**src/rtl/refresh_pacer_pkg.sv**
```systemverilog
package refresh_pacer_pkg;

  // Strobes issued by the control path to the datapath each cycle.
  typedef struct packed {
    logic loadWord;    // replace the whole control word from the write port
    logic advanceRow;  // a refresh was acknowledged: step the row field
  } paceStrobe_t;

  typedef enum logic [1:0] {
    PS_OFF   = 2'd0,   // disabled, timers parked at zero
    PS_COUNT = 2'd1,   // counting units toward the next request
    PS_WAIT  = 2'd2    // request raised, waiting for acknowledge
  } paceState_t;

endpackage

```
**src/rtl/refresh_pacer_dp.sv**
```systemverilog
module refresh_pacer_dp
  import refresh_pacer_pkg::*;
#(
  parameter int RATE_W = 6,
  parameter int ROW_W  = 9
) (
  input  logic                      clk,
  input  logic                      rstN,
  input  paceStrobe_t               strobe,
  input  logic [RATE_W+ROW_W:0]     wrData,
  output logic [RATE_W+ROW_W:0]     wordOut,
  output logic                      newEnable,
  output logic [RATE_W-1:0]         rate,
  output logic [ROW_W-1:0]          row
);

  localparam int WORD_W   = 1 + RATE_W + ROW_W;
  localparam int EN_BIT   = WORD_W - 1;
  localparam int RATE_LSB = ROW_W;

  logic              enReg;
  logic [RATE_W-1:0] rateReg;
  logic [ROW_W-1:0]  rowReg;

  always_ff @(posedge clk or negedge rstN) begin
    if (!rstN) begin
      enReg   <= 1'b0;
      rateReg <= '0;
      rowReg  <= '0;
    end else if (strobe.loadWord) begin
      enReg   <= wrData[EN_BIT];
      rateReg <= wrData[RATE_LSB +: RATE_W];
      rowReg  <= wrData[ROW_W-1:0];
    end else if (strobe.advanceRow) begin
      rowReg  <= rowReg + ROW_W'(1);
    end
  end

  // Enable as it will stand after this edge; the control path uses it on writes.
  assign newEnable = strobe.loadWord ? wrData[EN_BIT] : enReg;
  assign rate      = rateReg;
  assign row       = rowReg;
  assign wordOut   = {enReg, rateReg, rowReg};

endmodule

```
**src/rtl/refresh_pacer_ctrl.sv**
```systemverilog
module refresh_pacer_ctrl
  import refresh_pacer_pkg::*;
#(
  parameter int RATE_W   = 6,
  parameter int PRESCALE = 4
) (
  input  logic              clk,
  input  logic              rstN,
  input  logic              wrEn,
  input  logic              newEnable,
  input  logic              refAck,
  input  logic [RATE_W-1:0] rate,
  output logic              refReq,
  output paceStrobe_t       strobe
);

  localparam int PRE_W = (PRESCALE > 1) ? $clog2(PRESCALE) : 1;

  paceState_t        state, stateNext;
  logic [RATE_W-1:0] unitCnt;
  logic [RATE_W-1:0] lastUnit;
  logic              tick;
  logic              clearCounts;
  logic              handshake;

  // rate - 1 wraps a zero rate to all ones, so zero selects the longest interval.
  assign lastUnit    = rate - RATE_W'(1);
  assign handshake   = (state == PS_WAIT) && refAck;
  assign clearCounts = wrEn || handshake;

  generate
    if (PRESCALE > 1) begin : g_prescale
      logic [PRE_W-1:0] preCnt;
      always_ff @(posedge clk or negedge rstN) begin
        if (!rstN)
          preCnt <= '0;
        else if (clearCounts || state != PS_COUNT)
          preCnt <= '0;
        else if (preCnt == PRE_W'(PRESCALE - 1))
          preCnt <= '0;
        else
          preCnt <= preCnt + PRE_W'(1);
      end
      assign tick = (state == PS_COUNT) && (preCnt == PRE_W'(PRESCALE - 1));
    end else begin : g_noprescale
      assign tick = (state == PS_COUNT);
    end
  endgenerate

  always_comb begin
    stateNext = state;
    if (wrEn) begin
      stateNext = newEnable ? PS_COUNT : PS_OFF;
    end else begin
      case (state)
        PS_COUNT: if (tick && unitCnt == lastUnit) stateNext = PS_WAIT;
        PS_WAIT:  if (refAck) stateNext = PS_COUNT;
        default:  stateNext = state;
      endcase
    end
  end

  always_ff @(posedge clk or negedge rstN) begin
    if (!rstN) begin
      state   <= PS_OFF;
      unitCnt <= '0;
    end else begin
      state <= stateNext;
      if (clearCounts || state != PS_COUNT)
        unitCnt <= '0;
      else if (tick)
        unitCnt <= (unitCnt == lastUnit) ? '0 : unitCnt + RATE_W'(1);
    end
  end

  assign refReq            = (state == PS_WAIT);
  assign strobe.loadWord   = wrEn;
  assign strobe.advanceRow = handshake && !wrEn;

endmodule

```
**src/rtl/refresh_pacer.sv**
```systemverilog
module refresh_pacer
  import refresh_pacer_pkg::*;
#(
  parameter int RATE_W   = 6,
  parameter int ROW_W    = 9,
  parameter int PRESCALE = 4
) (
  input  logic                  clk,
  input  logic                  rstN,
  input  logic                  wrEn,
  input  logic [RATE_W+ROW_W:0] wrData,
  output logic [RATE_W+ROW_W:0] rdData,
  output logic                  refReq,
  input  logic                  refAck,
  output logic [ROW_W-1:0]      refRow
);

  paceStrobe_t       strobe;
  logic              newEnable;
  logic [RATE_W-1:0] rate;

  refresh_pacer_ctrl #(
    .RATE_W  (RATE_W),
    .PRESCALE(PRESCALE)
  ) uCtrl (
    .clk      (clk),
    .rstN     (rstN),
    .wrEn     (wrEn),
    .newEnable(newEnable),
    .refAck   (refAck),
    .rate     (rate),
    .refReq   (refReq),
    .strobe   (strobe)
  );

  refresh_pacer_dp #(
    .RATE_W(RATE_W),
    .ROW_W (ROW_W)
  ) uDp (
    .clk      (clk),
    .rstN     (rstN),
    .strobe   (strobe),
    .wrData   (wrData),
    .wordOut  (rdData),
    .newEnable(newEnable),
    .rate     (rate),
    .row      (refRow)
  );

endmodule

```
**config.mk**
```make
export PLATFORM = sky130hd
export DESIGN_NAME = refresh_pacer
export DESIGN_NICKNAME = d
export VERILOG_FILES = /design/src/rtl/refresh_pacer_pkg.sv /design/src/rtl/refresh_pacer_dp.sv /design/src/rtl/refresh_pacer_ctrl.sv /design/src/rtl/refresh_pacer.sv
export SDC_FILE = /design/constraint.sdc
export NUM_CORES = 1
export LEC_CHECK = 0
export BUFFER_PORTS_ARGS = -buffer_cell sky130_fd_sc_hd__buf_2
export CAP_MARGIN = 20
export CORE_MARGIN = 5
export CORE_UTILIZATION = 41
export DETAILED_ROUTE_END_ITERATION = 16
export PLACE_DENSITY_LB_ADDON = 0.08
export SYNTH_ARGS = -nofsm -noshare
export SYNTH_HDL_FRONTEND = slang
export SYNTH_HIERARCHICAL = 1
export SYNTH_SLANG_ARGS = --single-unit
```
**constraint.sdc**
```tcl
create_clock -name clk -period 2.4 [get_ports clk]
set_input_delay 0.36 -clock clk [delete_from_list [all_inputs] [get_ports clk]]
set_output_delay 0.36 -clock clk [all_outputs]
set_load 0.01 [all_outputs]
```
==> impl_metrics.tcl <==
set metrics [dict create \
    status "finished clean" \
    die_w_um 72.7 \
    setup_ws_ns 0.222 \
    grt_max_degree 33 \
    grt_setup_unrepaired "false" \
    clock_sinks 26 \
    cp-end-kind "flip-flop" \
    final_hold_viol_count 0 \
    viasPerCell 5.12 \
    max_slew_margin_pct 60.6 \
    tightestPinTransition_ns 0.591 \
    synthFlopType "dfrtp_1" \
    clk_pin_slew_ns 0.09 \
    grt_pass1_vias 1211 \
    timing.fmax_mhz 459 \
    antenna_cells 0 \
    ys_seq_area_share_pct 40.4 \
    ios 46 \
    crit_arrival_ns 2.33 \
    synth_fp_nets 191 \
    finalWeightedCongestion 0.818 \
    vias 1244 \
    cts_tree "built" \
    netlist_area_um2 1610 \
    fp-row-count 22 \
    num-nets-final 220 \
    n_fill_cell 381 \
    yosysMostFrequentCell "dfrtp_1" \
    cts_htree_levels 1 \
    ys_warn_count 6 \
    fin_skew_ns 0.00485 \
    synth_common_cells "dfrtp_1, nand2_1, buf_4" \
    tns_ns 0 \
    finalNonFillerCells 243 \
    io_buffers 45 \
    async_reset_ff_share_pct 100 \
    wl_per_cell_um 13.6 \
    r2r_end "uCtrl/state[0]" \
    grt_pass1_wl_um 5530 \
    reg2reg_from "uDp/rate[0]" \
    wirelength_um 3320 \
    register_area_um2 651 \
    drv_cap 0 \
    p_leak_nw 0.847 \
    drt_pass1_iterations 4 \
    clockBufferDepth 2 \
    syn-instance-count 167 \
    crit_required_ns 2.55 \
    start_kind "flip-flop" \
    multi_input_area_um2 782 \
    setup_violations 0 \
    place_hpwl_um 2500 \
    synth-seq-cells 26 \
    final_util_pct 48.3 \
    power.density_nw_per_um2 537 \
    path_max_fanout 7 \
    antenna_found_initial 0 \
    synth_area_leaders "dfrtp_1, buf_4, nand2_1, mux2_2, xor2_1" \
    synth.avg_cell_area_um2 9.65 \
    initial_core_util_pct 43.0 \
    track_usage_pct 12.7 \
    reg2reg_slack_ns 0.22 \
    area_growth_pct 12.1 \
    cts_buffers 3 \
    numPlacedInstances 239 \
    clk_root_buffer_cell "clkbuf_8" \
    drc 0 \
    vdd_ir_drop_max_mv 0.303 \
    synth_top_area_cell "dfrtp_1" \
    fp.dieH_um 72.7 \
    hp-class "in2async" \
    synth-edff-count 0 \
    postCtsHoldBufs 0 \
    coreArea_um2 3740 \
    fin_total_pwr_uw 970 \
    grt_overflow 0 \
    die_area_um2 5280 \
    worstSetupPathType "reg2reg" \
    insertion_delay_ns 0.27 \
    detail-route-antenna-nets 0 \
    ys_types 38 \
    dr.first_iter.drc_count 62 \
    reg2reg_depth 8 \
    drive_above_1_share_pct 34.9 \
    period_share_pct 90.7 \
    timing.final.crit_period_ns 2.18 \
    preCtsSetupSlack_ns 0.101 \
    report.final.slew_viol_count 0 \
    yosys.area.top_type_share_pct 40.4 \
]
==> report_power, final <==
part	leakage, nW	internal [mW]	switching, mW
Combinational	0.490	0.0866	0.0996
Clock	0.0288	0.146	0.131
Sequential	0.329	0.467	0.0390
Total	0.847	0.700	0.270
==> worst max-delay path, stage by stage (launching register included) <==
cell	delay, ns
dfrtp_1	0.44
inv_1	0.08
ha_1	0.16
or2b_2	0.33
a21oi_1	0.13
o211ai_1	0.10
or4_4	0.62
nor2_2	0.13
o21ai_1	0.07
==> stage by stage <==
| stage | hold WS [ns] | cell area [um2] |
|---|---|---|
| after floorplan | 0.0644 | 1610 |
| after global placement | 0.402 | 1750 |
| after detailed placement | 0.402 | 1750 |
| after CTS | 0.104 | 1800 |
| after global routing | 0.136 | 1810 |
| final | 0.0866 | 1810 |
==> cell usage in the layout, fill, tap and decap left out, types with 4 or more instances in the layout <==
cell / n
buf_2: 45
dfrtp_1: 26
nand2_1: 22
o21ai_0: 10
xor2_1: 8
mux2_2: 7
nand3_1: 6
inv_1: 5
nor2b_1: 5
nor2_1: 5
clkbuf_8: 4
a21oi_1: 4
nand4_1: 4
o21ai_1: 4
ha_1: 4
or4_1: 4
==> metal layers <==
layer / wire, um / GRT usage [%]
met1: 1520 / 17.3
met4: 10 / 1.23
met3: 222 / 3.58
met5: 0 / 0
met2: 1560 / 20.8
==> worst max-delay path by stage <==
stage	startpoint	endpoint	slack (ns)	depth (start not counted)
CTS	uDp/rate[0]	uCtrl/state[0]	0.09	8
global route	uDp/rate[0]	uCtrl/state[0]	0.09	8
global placement	uDp/rate[0]	uCtrl/state[0]	0.21	8
floorplan	uDp/rate[0]	uCtrl/state[1]	0.36	8
finish	uDp/rate[0]	uCtrl/state[0]	0.22	8
detailed placement	uDp/rate[0]	uCtrl/state[0]	0.10	8
==> sequential cells by signal, indices dropped and copies added (netlist names) <==
register,cells
uDp/row,9
uCtrl/unitCnt,6
uDp/rate,6
uCtrl/g_prescale.preCnt,2
uCtrl/state,2
uDp/enReg,1
==> cell type report <==
class,count,share of cell area (%)
Timing Repair Buffer,47,13.3
Inverter,5,1.04
Clock buffer,4,3.05
Sequential cell,26,36.0
Multi-Input combinational cell,113,43.3
Tap cell,48,3.32
==> logic make-up after synthesis <==
| group | Yosys count | share of synthesized area [%] |
|---|---|---|
| buf+inv | 28 | 11.3 |
| xor+xnor | 11 | 5.98 |
| mux | 8 | 5.51 |
| fa+ha+maj | 4 | 3.11 |
| simple gates | 67 | 23.7 |
| flops | 26 | 40.4 |
| compound gates | 23 | 10.0 |
==> repair_timing <==
item,in CTS,in global routing
resized for setup,0,1
buffers inserted,0,0
setup endpoints to repair,0,6
Note: power is estimated with default switching activity, not from simulation.
